## config.mk

```make
export PLATFORM = sky130hd
export DESIGN_NAME = date_stepper
export DESIGN_NICKNAME = d
export VERILOG_FILES = /design/src/rtl/cal_pkg.sv /design/src/rtl/dow_successor.sv /design/src/rtl/month_length.sv /design/src/rtl/next_date_core.sv /design/src/rtl/date_stepper.sv
export SDC_FILE = /design/constraint.sdc
export NUM_CORES = 1
export LEC_CHECK = 0
export BUFFER_PORTS_ARGS = -buffer_cell sky130_fd_sc_hd__clkbuf_2
export CAP_MARGIN = 20
export CORE_MARGIN = 8
export CORE_UTILIZATION = 40
export DETAILED_ROUTE_END_ITERATION = 10
export HOLD_SLACK_MARGIN = 0.02
export PLACE_DENSITY = 0.68
export SLEW_MARGIN = 20
export SYNTH_ARGS = -nofsm -noshare
export SYNTH_HDL_FRONTEND = slang
export SYNTH_SLANG_ARGS = --single-unit
```

## constraint.sdc

```tcl
create_clock -name clk -period 3.3 [get_ports clk]
set_clock_uncertainty 0.1 [all_clocks]
set_input_delay 0.66 -clock clk [delete_from_list [all_inputs] [get_ports clk]]
set_output_delay 0.66 -clock clk [all_outputs]
set_load 0.01 [all_outputs]
```

## src/rtl/cal_pkg.sv

```systemverilog
package cal_pkg;
   localparam int unsigned MON_W     = 4;
   localparam int unsigned DAY_W     = 5;
   localparam int unsigned WKD_W     = 3;
   localparam int unsigned WKD_FIRST = 1;
   localparam int unsigned WKD_LAST  = 7;
   localparam int unsigned MONTHS    = 12;
endpackage

```

## src/rtl/dow_successor.sv

```systemverilog
module dow_successor #(
   parameter int unsigned W     = cal_pkg::WKD_W,
   parameter int unsigned FIRST = cal_pkg::WKD_FIRST,
   parameter int unsigned LAST  = cal_pkg::WKD_LAST
) (
   input  logic [W-1:0] wkd_i,
   output logic [W-1:0] wkd_o
);
   localparam logic [W-1:0] FIRST_V = W'(FIRST);
   localparam logic [W-1:0] LAST_V  = W'(LAST);

   // wraps at the last weekday; anything outside the wheel restarts it
   assign wkd_o = (wkd_i >= LAST_V || wkd_i < FIRST_V) ? FIRST_V : wkd_i + W'(1);
endmodule

```

## src/rtl/month_length.sv

```systemverilog
module month_length #(
   parameter int unsigned MW      = cal_pkg::MON_W,
   parameter int unsigned DW      = cal_pkg::DAY_W,
   parameter bit          LEAP_EN = 1'b1
) (
   input  logic [MW-1:0] mon_i,
   input  logic          leap_i,
   output logic [DW-1:0] len_o
);
   logic [DW-1:0] feb_len;

   generate
      if (LEAP_EN) begin : g_leap
         assign feb_len = leap_i ? DW'(29) : DW'(28);
      end else begin : g_noleap
         logic unused_leap;
         assign unused_leap = leap_i;
         assign feb_len     = DW'(28);
      end
   endgenerate

   always_comb begin
      if (mon_i == MW'(2))
         len_o = feb_len;
      else if (mon_i == MW'(4) || mon_i == MW'(6) || mon_i == MW'(9) || mon_i == MW'(11))
         len_o = DW'(30);
      else
         len_o = DW'(31);
   end
endmodule

```

## src/rtl/next_date_core.sv

```systemverilog
module next_date_core #(
   parameter int unsigned MW        = cal_pkg::MON_W,
   parameter int unsigned DW        = cal_pkg::DAY_W,
   parameter int unsigned WW        = cal_pkg::WKD_W,
   parameter int unsigned WK_FIRST  = cal_pkg::WKD_FIRST,
   parameter int unsigned WK_LAST   = cal_pkg::WKD_LAST,
   parameter int unsigned NUM_MONTH = cal_pkg::MONTHS,
   parameter bit          LEAP_EN   = 1'b1
) (
   input  logic [MW-1:0] mon_i,
   input  logic [DW-1:0] dom_i,
   input  logic [WW-1:0] wkd_i,
   input  logic          leap_i,
   output logic [MW-1:0] mon_o,
   output logic [DW-1:0] dom_o,
   output logic [WW-1:0] wkd_o,
   output logic          legal_o
);
   localparam logic [MW-1:0] LAST_MON = MW'(NUM_MONTH);

   logic [DW-1:0] len;
   logic          end_of_month;
   logic          end_of_year;

   dow_successor #(.W(WW), .FIRST(WK_FIRST), .LAST(WK_LAST)) u_wheel (
      .wkd_i (wkd_i),
      .wkd_o (wkd_o)
   );

   month_length #(.MW(MW), .DW(DW), .LEAP_EN(LEAP_EN)) u_len (
      .mon_i  (mon_i),
      .leap_i (leap_i),
      .len_o  (len)
   );

   assign end_of_month = (dom_i >= len);
   assign end_of_year  = (mon_i >= LAST_MON);

   assign dom_o = end_of_month ? DW'(1) : dom_i + DW'(1);
   assign mon_o = !end_of_month ? mon_i : (end_of_year ? MW'(1) : mon_i + MW'(1));

   assign legal_o = (mon_i != '0) && (mon_i <= LAST_MON) &&
                    (dom_i != '0) && (dom_i <= len) &&
                    (wkd_i >= WW'(WK_FIRST)) && (wkd_i <= WW'(WK_LAST));
endmodule

```

## src/rtl/date_stepper.sv

```systemverilog
module date_stepper #(
   parameter int unsigned MW        = cal_pkg::MON_W,
   parameter int unsigned DW        = cal_pkg::DAY_W,
   parameter int unsigned WW        = cal_pkg::WKD_W,
   parameter int unsigned WK_FIRST  = cal_pkg::WKD_FIRST,
   parameter int unsigned WK_LAST   = cal_pkg::WKD_LAST,
   parameter int unsigned NUM_MONTH = cal_pkg::MONTHS,
   parameter bit          LEAP_EN   = 1'b1
) (
   input  logic          clk,
   input  logic          rst,
   input  logic          leap,
   input  logic          load,
   input  logic [MW-1:0] ld_month,
   input  logic [DW-1:0] ld_dom,
   input  logic [WW-1:0] ld_dow,
   input  logic          advance,
   output logic [MW-1:0] cur_month,
   output logic [DW-1:0] cur_dom,
   output logic [WW-1:0] cur_dow,
   output logic          cur_valid,
   output logic [MW-1:0] nxt_month,
   output logic [DW-1:0] nxt_dom,
   output logic [WW-1:0] nxt_dow
);
   generate
      if (MW < 4) begin : g_bad_mw
         $error("date_stepper: MW must hold month 12");
      end
      if (DW < 5) begin : g_bad_dw
         $error("date_stepper: DW must hold day 31");
      end
      if (WK_LAST <= WK_FIRST || WK_LAST >= (1 << WW)) begin : g_bad_wk
         $error("date_stepper: weekday range does not fit WW");
      end
   endgenerate

   next_date_core #(
      .MW(MW), .DW(DW), .WW(WW), .WK_FIRST(WK_FIRST), .WK_LAST(WK_LAST),
      .NUM_MONTH(NUM_MONTH), .LEAP_EN(LEAP_EN)
   ) u_core (
      .mon_i   (cur_month),
      .dom_i   (cur_dom),
      .wkd_i   (cur_dow),
      .leap_i  (leap),
      .mon_o   (nxt_month),
      .dom_o   (nxt_dom),
      .wkd_o   (nxt_dow),
      .legal_o (cur_valid)
   );

   always_ff @(posedge clk) begin
      if (rst) begin
         cur_month <= MW'(1);
         cur_dom   <= DW'(1);
         cur_dow   <= WW'(WK_FIRST);
      end else if (load) begin
         cur_month <= ld_month;
         cur_dom   <= ld_dom;
         cur_dow   <= ld_dow;
      end else if (advance) begin
         cur_month <= nxt_month;
         cur_dom   <= nxt_dom;
         cur_dow   <= nxt_dow;
      end
   end


   reset_date_chk: assert property (@(posedge clk)
      rst |=> (cur_month == MW'(1) && cur_dom == DW'(1) && cur_dow == WW'(WK_FIRST)));


   load_wins_chk: assert property (@(posedge clk) disable iff (rst)
      load |=> (cur_month == $past(ld_month) && cur_dom == $past(ld_dom) &&
                cur_dow == $past(ld_dow)));


   step_take_chk: assert property (@(posedge clk) disable iff (rst)
      (advance && !load) |=> (cur_month == $past(nxt_month) && cur_dom == $past(nxt_dom) &&
                              cur_dow == $past(nxt_dow)));


   idle_hold_chk: assert property (@(posedge clk) disable iff (rst)
      (!advance && !load) |=> ($stable(cur_month) && $stable(cur_dom) && $stable(cur_dow)));


   wkd_range_chk: assert property (@(posedge clk) disable iff (rst)
      (nxt_dow >= WW'(WK_FIRST) && nxt_dow <= WW'(WK_LAST)));


   year_wrap_chk: assert property (@(posedge clk) disable iff (rst)
      (cur_month == MW'(NUM_MONTH) && cur_dom == DW'(31)) |->
         (nxt_month == MW'(1) && nxt_dom == DW'(1)));
endmodule

```

# Word-level counts from Yosys, hierarchy flattened
# Cells that the tools add are included.
# totals
n_memories	0
latch_bits	0
romBits	0
ram_bits	0
regBits	12
# op_classes
bitwise	0
order_cmp	8
n_mul	0
n_eq_ne	5
n_reduce_logical	12
shift	0
div_mod_pow	0
addsub	3
muxes	13
# ops
op	count
2-to-1 mux 5 bit	4
2-to-1 mux 4 bit	4
2-to-1 mux 3 bit	3
equality test 4 x 3 -> 1 bit, second input constant	2
equality test 4 bit, second input constant	2
adder 5 x 1 -> 5 bit, second input constant	1
greater-or-equal comparator 5 bit	1
less-or-equal comparator 5 bit	1
logical AND 1 bit	5
nonzero test 5 bit	1
adder 4 x 1 -> 4 bit, second input constant	1
equality test 4 x 2 -> 1 bit, second input constant	1
greater-or-equal comparator 4 bit, second input constant	1
less-or-equal comparator 4 bit, second input constant	1
logical OR 1 bit	4
nonzero test 4 bit	1
adder 3 x 1 -> 3 bit, second input constant	1
greater-or-equal comparator 3 x 1 -> 1 bit, second input constant	1
greater-or-equal comparator 3 bit, second input constant	1
less-or-equal comparator 3 bit, second input constant	1
less-than comparator 3 x 1 -> 1 bit, second input constant	1
2-to-1 mux 1 bit	2
nonzero test 2 bit	1

# Depth between registers and ports, before layout
# Gate-level depths: netlist of run 1.
# depth
word_depth	10
ltp_mapped	11
ltp_nobuf	10

# Hierarchy
# Synthesis of run 1 repeated with hierarchy kept, for this count alone.
# unflattened
cells_unflattened	125
hier_area_um2	1071.0
# by_module_without_submodules
module	n_inst	cells_each	area_each_um2	seq_area_each_um2
date_stepper	1	53	549.3	240.2
next_date_core	1	56	396.6	0.0
dow_successor	1	7	62.6	0.0
month_length	1	9	62.6	0.0

# Worst setup path before layout of run 1
# OpenSTA, ideal clock, no wires.
# synth_timing
kind	register -> output
from	reg cur_month[0]
to	out nxt_dom[1]
setup_slack_ps	450
path_stages_with_launch	12
path_buffers	1
t_arrival_ps	2090
path_cell_list	dfxtp_1 > inv_1 > ha_1 > o21ai_0 > a21oi_1 > nor2_1 > ha_1 > nand2b_4 > a21o_1 > buf_6 > nand2_1 > and2_1
# synth_via
elab_chain_cells	8
word_cells_on_any_way	12
classes_between	1 x order compare; 5 x eq/ne; 3 x mux; 3 x reduce/logical
# synth_lines
element	line	source
start, declared	date_stepper.sv:18	output logic [MW-1:0] cur_month,
start signal, assigned	date_stepper.sv:58	cur_month <= ld_month;
start signal, assigned	date_stepper.sv:62	cur_month <= nxt_month;
equality test 4 x 3 -> 1 bit	month_length.sv:25	else if (mon_i == MW'(4) || mon_i == MW'(6) || mon_i == MW'(9) || mon_i == MW'(11))
logical OR 1 bit (3 in series)	month_length.sv:25	
2-to-1 mux 1 bit	month_length.sv:25	
2-to-1 mux 5 bit (*)	month_length.sv:23	if (mon_i == MW'(2))
greater-or-equal comparator 5 bit (*)	next_date_core.sv:36	assign end_of_month = (dom_i >= len);
2-to-1 mux 5 bit (*)	next_date_core.sv:39	assign dom_o = end_of_month ? DW'(1) : dom_i + DW'(1);
end, declared	date_stepper.sv:23	output logic [DW-1:0] nxt_dom,
# Mark *: on every way between the ends. The rest lies on a longest branch, timed or not.

# Worst setup path in the final report of run 1
# Same ends and word-level chain as after synthesis.

==> results.sh, run 1 <==
export IMPL_switching_power_mw=0.156
export IMPL_reg2reg_depth=10
export IMPL_finalCritPeriodShare_pct=94.3
export IMPL_synth_cell_type_count=35
export IMPL_reg2reg_slack_ns=0.93
export IMPL_synth_compound_area_share_pct=30.1
export IMPL_root_buffer="clkbuf_4"
export IMPL_rsz0062_at_grt="true"
export IMPL_via_count=1208
export IMPL_netlist_top_cell_by_area="dfxtp_1"
export IMPL_start_util_pct=40.6
export IMPL_grt_usage_pct=14.5
export IMPL_synthMuxAreaShare_pct=0
export IMPL_cts_sinks=12
export IMPL_p_clk_share_pct=22.0
export IMPL_cap_viol_max_count=0
export IMPL_ctsHoldBuffers=0
export IMPL_slowest_stage="dfxtp_1"
export IMPL_async_reset_ff_share_pct=0
export IMPL_core_area_um2=2660
export IMPL_fmax_mhz=321
export IMPL_fp_dieH_um=68.0
export IMPL_seq_power_share_pct=41.7
export IMPL_cp_common_cell="ha_1"
export IMPL_place_detailed_hpwl_um=2510
export IMPL_post_route_util_pct=50.2
export IMPL_drtIter0Drc=47
export IMPL_total_power_mw=0.419
export IMPL_layout_drive_gt1_share_pct=28.8
export IMPL_yosys_area_share_simple_pct=25.3
export IMPL_wire_per_inst_um=15.1
export IMPL_critPathMaxStageDelay_ns=0.33
export IMPL_synth_edf_count=0
export IMPL_synth_top_family_by_area="compound AO/OA/AOI/OAI gates"
export IMPL_portBuffers=41
export IMPL_placementRows=19
export IMPL_worst_ep_arrival_time_ns=2.35
export IMPL_status="finished, final reports clean"
export IMPL_synth_area_per_cell_um2=7.36
export IMPL_die_x_um=68.0
export IMPL_intPower_mw=0.263
export IMPL_dpl_cell_count=212
export IMPL_max_vdd_ir_drop_uv=173
export IMPL_fin_cells=215
export IMPL_relSlewSlack_pct=71.8
export IMPL_crit_family="simple AND/OR/NAND/NOR gates"
export IMPL_synth_most_common_cell="a21oi_1"
export IMPL_critPathBufInv=2
export IMPL_clk_latency_ns=0.27
export IMPL_grt_max_degree=22
export IMPL_r2r_end="cur_dom[3]"
export IMPL_powerDensity_nw_per_um2=314
export IMPL_synthTopCellsByCount="a21oi_1, nor2_1, dfxtp_1, ha_1, nand2_1"
export IMPL_synthXorXnorAreaFrac_pct=2.43
export IMPL_syn_area_um2=1080
export IMPL_setup_tns_ns=0
export IMPL_synth_seq_cells=12
export IMPL_grt_antenna_before_repair=0
export IMPL_fill_cells=279
export IMPL_layout_min_cycle_time_ns=3.11
export IMPL_synthFlopType="dfxtp_1"
export IMPL_cp_required_ns=2.54
export IMPL_antenna_cells=0
export IMPL_cts_setup_buffers=0
export IMPL_post_route_cell_area_um2=1340
export IMPL_clkTransAtPathRegs_ns=0.08
export IMPL_crit_fanout=9
export IMPL_multi_input_area_um2=783
export IMPL_synth_fa_ha_area_share_pct=12.7
export IMPL_slew_violations=0
export IMPL_cts_buffer_depth=2
export IMPL_routabilityCongestion=0.863
export IMPL_hold_viol=0
export IMPL_h_tree_depth=1
export IMPL_finalWirelength_um=3240
export IMPL_grt_pass1_vias=1250
export IMPL_synth_nets=175
export IMPL_p_sw_share_pct=37.1
export IMPL_cp_end_kind="output port"
export IMPL_ys_seq_area_share_pct=22.2
export IMPL_die_area_um2=4630
export IMPL_cp_startpoint="cur_month[0]"
export IMPL_leakagePower_nw=0.666
export IMPL_worstHoldPathType="in -> reg"
export IMPL_critPathKind="reg -> out"
export IMPL_drc=0
export IMPL_hold_end="cur_dow[0]"
export IMPL_yosys_warnings=0
export IMPL_hold_start="ld_dow[0]"
export IMPL_placed_area_um2=1290
export IMPL_cp_cell_sequence="inv_1 -> ha_1 -> o21ai_1 -> a21oi_1 -> nor2_1 -> ha_1 -> nand2b_4 -> a21o_2 -> nand2_4 -> and2_1 -> clkbuf_2"
export IMPL_worst_slew_pin_slew_ns=0.418
export IMPL_routed_via_density=5.62
export IMPL_register_area_um2=241
export IMPL_cts_buffers=3
export IMPL_grt_overflow=0
export IMPL_cts_tree="yes"
export IMPL_yosys_area_top_type_share_pct=22.2
export IMPL_first_pass_iters=4
export IMPL_synthTopCellsByArea="dfxtp_1, ha_1, a21oi_1, nor2_1, o21ai_0"
export IMPL_r2r_start="cur_month[0]"
export IMPL_hold_path_depth=3
export IMPL_ant_nets=0
export IMPL_power_frac_comb_pct=36.3
export IMPL_synth_cells=147
export IMPL_pin_count=42
export IMPL_finalSetupViolations=0
export IMPL_syn_to_final_growth_pct=23.5
export IMPL_cp_start_kind="flip-flop"
export IMPL_nets=214
export IMPL_grt_pass1_wl_um=5390
## stage by stage
stage	worst slack [ns]	hold WS, ns
floorplan	0.450	0.480
global placement	0.269	0.495
detailed placement	0.230	0.498
CTS	0.0466	0.497
global route	-0.00974	0.510
finish	0.188	0.503
## flip-flops by register name, indices dropped and copies added, names as in the netlist
| signal | count |
|---|---|
| cur_dom | 5 |
| cur_month | 4 |
| cur_dow | 3 |
## per-layer routing
| layer | global-route usage (%) | routed length, um | up-vias |
|---|---|---|---|
| met5 | 0 | 0 | - |
| met4 | 6.14 | 39 | 0 |
| met3 | 1.15 | 117 | 4 |
| met2 | 26.0 | 1620 | 24 |
| met1 | 17.1 | 1460 | 568 |
| li1 | - | - | 612 |
## timing repair
action,4_1_cts,5_1_grt
setup endpoints to repair,1,9
gates resized for setup,1,7
pin swaps,0,1
## worst max-delay path by stage
stage	end	depth (start not counted)	slack [ns]
after detailed placement	nxt_month[0]	10	0.23
after global placement	nxt_month[2]	10	0.27
after global routing	nxt_dom[2]	11	-0.01
final	nxt_dom[1]	11	0.19
after CTS	nxt_dom[1]	11	0.05
after floorplan	nxt_dom[1]	11	0.45
## worst min-delay path: cells and delay by family
family | cells | cell delay, ns
AO/OA/AOI/OAI | 1 | 0.05
buffers and inverters | 1 | 0.08
AND/OR/NAND/NOR | 1 | 0.06
## layout by cell type (no fill, tap or decap), types with 2 or more instances in the layout
master	Yosys	routed
clkbuf_4	0	3
and2_1	3	3
clkbuf_2	0	41
nor2b_1	2	2
dfxtp_1	12	11
o21ai_1	0	2
a21oi_1	20	19
o31ai_1	2	2
a211oi_1	3	3
nor2_1	15	15
and3_1	7	7
nand3_1	3	3
ha_1	11	11
inv_1	10	10
nor3_1	6	6
xor2_1	2	2
o41ai_1	2	2
nand2_1	11	10
nand2b_1	3	3
a2111o_1	3	3
o21ai_0	10	8
## power by group through the flow
stage	Sequential (mW)	Combinational [mW]	Clock [mW]
6_report	0.175	0.152	0.0920
3_3_place_gp	0.177	0.146	0
2_1_floorplan	0.177	0.0933	0
5_1_grt	0.178	0.172	0.0988
4_1_cts	0.174	0.150	0.0934
3_5_place_dp	0.178	0.149	0
## final cells by class
type	instances	area share (%)
clock buffers	3	1.69
inverters	10	2.81
multi-input cells	117	58.6
flip-flops and latches	12	18.1
well taps	31	2.90
repair buffers	42	15.9
## kinds of logic (layout without fill, tap and decap cells)
logic type      count (synthesis)  after routing
compound gates                 50             50
xor+xnor                        3              3
fa+ha+maj                      11             11
flops                          12             12
buf+inv                        18             55
simple gates                   53             53
Power figures use the tool's default switching activity.
==> inputs of run 2 (changes only) <==
--- a/config.mk
+++ b/config.mk
@@ -15,4 +15,5 @@
 export SLEW_MARGIN = 20
 export SYNTH_ARGS = -nofsm -noshare
 export SYNTH_HDL_FRONTEND = slang
+export SYNTH_HIERARCHICAL = 1
 export SYNTH_SLANG_ARGS = --single-unit
==> run 2 against run 1 <==
  * Cell area fell by 1.2%
  * Worst setup slack worse by 0.030 ns
  * Die area fell by 0.79%
  * First-iteration DRC count fell by 4.3%
  * Fmax decreased by 0.96%
  * Worst hold slack improved by 0.026 ns
  * Utilization is 2.6 points higher
  * Combinational power rose by 33%
  * Cell count shrank 8.4%
  * Largest cell class unchanged
  * Global-route usage decreased by 2.1 points
  * Critical path depth down 3
  * Register-to-register slack worse by 0.09 ns
==> results.sh, run 2 <==
export IMPL_portBuffers=41
export IMPL_cts_tree="yes"
export IMPL_hold_end="cur_dow[0]"
export IMPL_status="finished, final reports clean"
export IMPL_hold_path_depth=2
export IMPL_cts_buffer_depth=2
export IMPL_synth_cells=125
export IMPL_synth_area_per_cell_um2=8.57
export IMPL_place_detailed_hpwl_um=2330
export IMPL_critPathMaxStageDelay_ns=0.49
export IMPL_via_count=1022
export IMPL_r2r_end="cur_month[0]"
export IMPL_grt_usage_pct=12.4
export IMPL_cp_required_ns=2.54
export IMPL_multi_input_area_um2=749
export IMPL_routabilityCongestion=0.827
export IMPL_worstHoldPathType="reg -> reg"
export IMPL_slew_violations=0
export IMPL_max_vdd_ir_drop_uv=256
export IMPL_clk_latency_ns=0.26
export IMPL_critPathKind="reg -> out"
export IMPL_syn_to_final_growth_pct=23.2
export IMPL_slowest_stage="or4b_1"
export IMPL_reg2reg_depth=9
export IMPL_die_area_um2=4590
export IMPL_synth_seq_cells=12
export IMPL_finalSetupViolations=0
export IMPL_synthFlopType="dfxtp_1"
export IMPL_routed_via_density=5.19
export IMPL_final_common_cell="clkbuf_2"
export IMPL_pin_count=42
export IMPL_rsz0062_at_grt="false"
export IMPL_largest_reg_flops=5
export IMPL_final_cell_mix="clkbuf_2, mux2i_1, dfxtp_1, ha_1"
export IMPL_powerDensity_nw_per_um2=347
export IMPL_cp_start_kind="flip-flop"
export IMPL_wire_per_inst_um=14.0
export IMPL_register_area_um2=241
export IMPL_largestRegisters="cur_dom x5, cur_month x4, cur_dow x3"
export IMPL_drc=0
export IMPL_die_x_um=67.7
export IMPL_cts_buffers=3
export IMPL_fp_dieH_um=67.7
export IMPL_grt_antenna_before_repair=0
export IMPL_grt_pass1_wl_um=4560
export IMPL_fmax_mhz=318
export IMPL_cp_cell_sequence="or4b_1 -> inv_1 -> ha_1 -> nand4_1 -> a21oi_2 -> or2_4 -> mux2_4 -> clkbuf_2"
export IMPL_cap_viol_max_count=0
export IMPL_ys_seq_area_share_pct=22.4
export IMPL_async_reset_ff_share_pct=0
export IMPL_layout_min_cycle_time_ns=3.14
export IMPL_yosys_area_top_type_share_pct=22.4
export IMPL_synthTopCellsByArea="dfxtp_1, ha_1, mux2i_1, a211oi_1, nor2b_1"
export IMPL_reg2reg_slack_ns=0.84
export IMPL_clkTransAtPathRegs_ns=0.06
export IMPL_syn_area_um2=1070
export IMPL_finalWirelength_um=2760
export IMPL_root_buffer="clkbuf_4"
export IMPL_cp_end_kind="output port"
export IMPL_synthTopCellsByCount="mux2i_1, dfxtp_1, ha_1, inv_1, nor2b_1"
export IMPL_core_area_um2=2500
export IMPL_setup_tns_ns=0
export IMPL_first_pass_iters=4
export IMPL_finalCritPeriodShare_pct=95.2
export IMPL_synth_cell_type_count=38
export IMPL_crit_fanout=10
export IMPL_synth_most_common_cell="mux2i_1"
export IMPL_h_tree_depth=1
export IMPL_critPathBufInv=2
export IMPL_cts_sinks=12
export IMPL_ant_nets=0
export IMPL_crit_family="simple AND/OR/NAND/NOR gates"
export IMPL_layout_drive_gt1_share_pct=36.5
export IMPL_yosys_warnings=6
export IMPL_drtIter0Drc=45
export IMPL_hold_viol=0
export IMPL_r2r_start="cur_month[2]"
export IMPL_leakagePower_nw=0.707
export IMPL_largest_register="cur_dom"
export IMPL_start_util_pct=42.8
export IMPL_placementRows=18
export IMPL_total_power_mw=0.459
export IMPL_worst_ep_arrival_time_ns=2.38
export IMPL_grt_max_degree=15
export IMPL_holdWs_ns=0.529
export IMPL_antenna_cells=0
export IMPL_netlist_top_cell_by_area="dfxtp_1"
export IMPL_nets=197
export IMPL_grt_pass1_vias=1044
export IMPL_synth_edf_count=0
export IMPL_grt_overflow=0
export IMPL_hold_start="cur_dow[0]"
export IMPL_fill_cells=261
-- run 2: changes by cell type in the layout (fill, tap and decap cells not counted), moves of 6 or more --
cell	change
o21ai_0	-6
mux2i_1	+12
a211oi_1	+6
and3_1	-6
nor2_1	-8
nor2b_1	+8
a21oi_1	-15
-- run 2: what timing repair did --
action / in CTS / in global routing
hold buffers: 0 / 0
setup endpoints to repair: 0 / 6
setup buffers: 0 / 0
resized for setup: 0 / 3
-- run 2: power by group --
group	switching [mW]	internal [mW]	leakage, nW	total (mW)
Combinational	0.109	0.0924	0.593	0.202
Sequential	0.0180	0.158	0.100	0.176
Clock	0.0390	0.0420	0.0138	0.0810
Total	0.167	0.292	0.707	0.459
-- run 2: worst max-delay path by stage --
stage	from	endpoint	slack, ns	cells past startpoint
after detailed placement	leap	nxt_month[0]	0.17	10
after global placement	leap	nxt_month[0]	0.22	10
after floorplan	leap	nxt_month[0]	0.45	9
after global routing	cur_month[2]	nxt_month[0]	0.03	8
after CTS	cur_month[2]	nxt_month[0]	0.04	8
final	cur_month[2]	nxt_month[0]	0.16	8
-- run 2: final cells by class --
type                            instances  share of cell area, %
Clock buffer                            3                   1.71
Inverter                               11                   3.13
Timing Repair Buffer                   44                   17.3
Multi-Input combinational cell         97                   56.8
Tap cell                               30                   2.84
Sequential cell                        12                   18.3
-- run 2: routing by layer --
layer | global-route usage [%] | vias up | part of all wire [%]
li1 | - | 526 | -
met1 | 15.8 | 465 | 46
met2 | 21.1 | 31 | 48
met3 | 2.48 | 0 | 6.6
met4 | 2.35 | 0 | 0
met5 | 0 | - | 0
-- run 2: logic make-up (layout without fill, tap and decap cells) --
group,after synthesis,in the layout,synth area share (%)
buf+inv,18,58,8.88
fa+ha+maj,11,11,12.9
compound gates,23,23,15.8
simple gates,42,42,22.7
other cells,1,3,0.350
xor+xnor,3,3,2.45
mux,15,15,14.6
flops,12,12,22.4
-- run 2: metrics by stage --
stage | setup WS [ns] | std cells | instance area (um2) | util [%]
6_report | 0.158 | 197 | 1320 | 52.8
3_3_place_gp | 0.224 | 194 | 1290 | 51.6
3_5_place_dp | 0.174 | 194 | 1290 | 51.6
5_1_grt | 0.0275 | 197 | 1320 | 52.8
4_1_cts | 0.0421 | 197 | 1310 | 52.5
2_1_floorplan | 0.445 | 127 | 1080 | -
-- run 2: worst min-delay path: stages, from the launching register on --
cell	delay [ns]
dfxtp_1	0.36
mux2i_1	0.14
a21oi_1	0.08
==> inputs of run 3 (changes only) <==
--- a/config.mk
+++ b/config.mk
@@ -10,6 +10,7 @@
 export CORE_MARGIN = 8
 export CORE_UTILIZATION = 40
 export DETAILED_ROUTE_END_ITERATION = 10
+export GPL_TIMING_DRIVEN = 0
 export HOLD_SLACK_MARGIN = 0.02
 export PLACE_DENSITY = 0.68
 export SLEW_MARGIN = 20
==> run 3 against run 2 <==
  * Via count up 0.39%
  * Register-to-register slack worse by 0.04 ns
  * Sequential power about the same
  * Cell area up 4.3%
  * Fmax down 1.9%
  * Clock power up 6.5%
  * Critical path type unchanged
==> results.sh, run 3 (same netlist as run 2, synthesis figures left out) <==
export IMPL_status="finished, final reports clean"
export IMPL_placed_area_um2=1320
export IMPL_finalWirelength_um=2670
export IMPL_root_buffer="clkbuf_4"
export IMPL_largest_register="cur_dom"
export IMPL_ant_nets=0
export IMPL_die_area_um2=4590
export IMPL_syn_to_final_growth_pct=28.5
export IMPL_critPathMaxStageDelay_ns=0.50
export IMPL_drc=0
export IMPL_antenna_cells=0
export IMPL_fp_dieH_um=67.7
export IMPL_final_cell_mix="clkbuf_2, mux2i_1, ha_1"
export IMPL_fin_ws_ns=0.0966
export IMPL_slew_violations=0
export IMPL_fill_cells=245
export IMPL_die_x_um=67.7
export IMPL_first_pass_iters=4
export IMPL_cp_cell_sequence="or4b_1 -> inv_1 -> ha_1 -> nand4_1 -> a21oi_2 -> or2_1 -> buf_6 -> mux2_4 -> clkbuf_2"
export IMPL_critPathBufInv=3
export IMPL_reg2reg_slack_ns=0.80
export IMPL_cts_sinks=12
export IMPL_cts_buffers=3
export IMPL_pin_count=42
export IMPL_cap_viol_max_count=0
export IMPL_powerDensity_nw_per_um2=339
export IMPL_crit_family="simple AND/OR/NAND/NOR gates"
export IMPL_cts_buffer_depth=2
export IMPL_cts_tree="yes"
export IMPL_finalCritPeriodShare_pct=97.1
export IMPL_layout_min_cycle_time_ns=3.20
export IMPL_clkTransAtPathRegs_ns=0.07
export IMPL_grt_max_degree=11
export IMPL_post_place_ws_ns=0.176
export IMPL_largestRegisters="cur_dom x5, cur_month x4, cur_dow x3"
export IMPL_placementRows=18
export IMPL_hold_viol=0
export IMPL_portBuffers=41
export IMPL_holdWs_ns=0.521
export IMPL_finalSetupViolations=0
export IMPL_wire_per_inst_um=13.1
export IMPL_fmax_mhz=312
export IMPL_critPathKind="reg -> out"
export IMPL_grt_usage_pct=11.5
export IMPL_leakagePower_nw=0.734
export IMPL_grt_antenna_before_repair=0
export IMPL_worst_ep_arrival_time_ns=2.44
export IMPL_routed_via_density=5.03
export IMPL_slowest_stage="or4b_1"
export IMPL_cp_end_kind="output port"
export IMPL_final_common_cell="clkbuf_2"
export IMPL_cp_required_ns=2.54
export IMPL_ctsHoldBuffers=0
export IMPL_place_detailed_hpwl_um=2250
export IMPL_layout_drive_gt1_share_pct=39.1
export IMPL_routabilityCongestion=0.787
export IMPL_dpl_cell_count=198
export IMPL_h_tree_depth=1
export IMPL_fin_cells=204
export IMPL_crit_fanout=10
export IMPL_max_vdd_ir_drop_uv=186
export IMPL_post_route_cell_area_um2=1380
export IMPL_grt_pass1_wl_um=4310
export IMPL_grt_overflow=0
export IMPL_core_area_um2=2500
export IMPL_largest_reg_flops=5
export IMPL_drtIter0Drc=39
export IMPL_start_util_pct=42.8
export IMPL_total_power_mw=0.466
export IMPL_worstHoldPathType="reg -> reg"
export IMPL_via_count=1026
export IMPL_grt_pass1_vias=1020
export IMPL_cp_start_kind="flip-flop"
export IMPL_nets=204
export IMPL_clk_latency_ns=0.26
## run 3: cell types whose count changed in the layout (fill, tap and decap cells not counted)
| cell | before | now |
|---|---|---|
| mux2i_2 | 1 | 0 |
| mux2i_1 | 12 | 13 |
| dfxtp_2 | 1 | 2 |
| buf_6 | 0 | 2 |
| dfxtp_4 | 0 | 2 |
| dfxtp_1 | 11 | 8 |
| clkbuf_2 | 41 | 42 |
| buf_4 | 3 | 6 |
| or2_4 | 1 | 0 |
| buf_1 | 0 | 1 |
| or2_1 | 0 | 1 |
## run 3: worst min-delay path, delay by kind of cell (launching register included)
kind           cells  cell delay [ns]
flip-flops         1             0.35
AO/OA/AOI/OAI      1             0.09
multiplexers       1             0.15
## run 3: stage by stage
stage / utilization [%] / setup TNS [ns]
2_1_floorplan: - / 0
3_3_place_gp: 52.9 / 0
3_5_place_dp: 52.9 / 0
4_1_cts: 53.8 / 0
5_1_grt: 55.1 / -0.00372
6_report: 55.1 / 0
## run 3: report_power, final
| group | total (mW) | switching [mW] | internal (mW) | leakage (nW) |
|---|---|---|---|---|
| Clock | 0.0863 | 0.0442 | 0.0421 | 0.0138 |
| Combinational | 0.201 | 0.105 | 0.0960 | 0.619 |
| Sequential | 0.179 | 0.0215 | 0.158 | 0.101 |
| Total | 0.466 | 0.170 | 0.296 | 0.734 |
## run 3: final timing paths
| path | from | endpoint | cells after the start |
|---|---|---|---|
| worst min-delay path | cur_month[1] | cur_month[1] | 2 |
| worst min register to register | cur_month[1] | cur_month[1] | 2 |
| worst max-delay path | cur_month[3] | nxt_month[0] | 9 |
| worst max register to register | cur_month[3] | cur_month[1] | 10 |
## run 3: repair_timing
item                       in CTS  in global routing
setup endpoints to repair       0                  3
setup buffers                   0                  3
resized for setup               0                  6
## run 3: layout make-up
| type | count | area [um2] | share of cell area, % |
|---|---|---|---|
| multi-input cells | 97 | 743 | 54.0 |
| flip-flops and latches | 12 | 250 | 18.2 |
| repair buffers | 44 | 228 | 16.5 |
| plain buffers | 7 | 53.8 | 3.91 |
| inverters | 11 | 41.3 | 3.00 |
| well taps | 30 | 37.5 | 2.73 |
| clock buffers | 3 | 22.5 | 1.64 |
## run 3: layer usage
layer / up-vias / part of all wire [%] / global-route usage (%)
met5: - / 0 / 0
met4: 0 / 0 / 3.13
met3: 0 / 7.6 / 2.98
met2: 33 / 46 / 18.7
met1: 457 / 47 / 14.7
li1: 536 / - / -
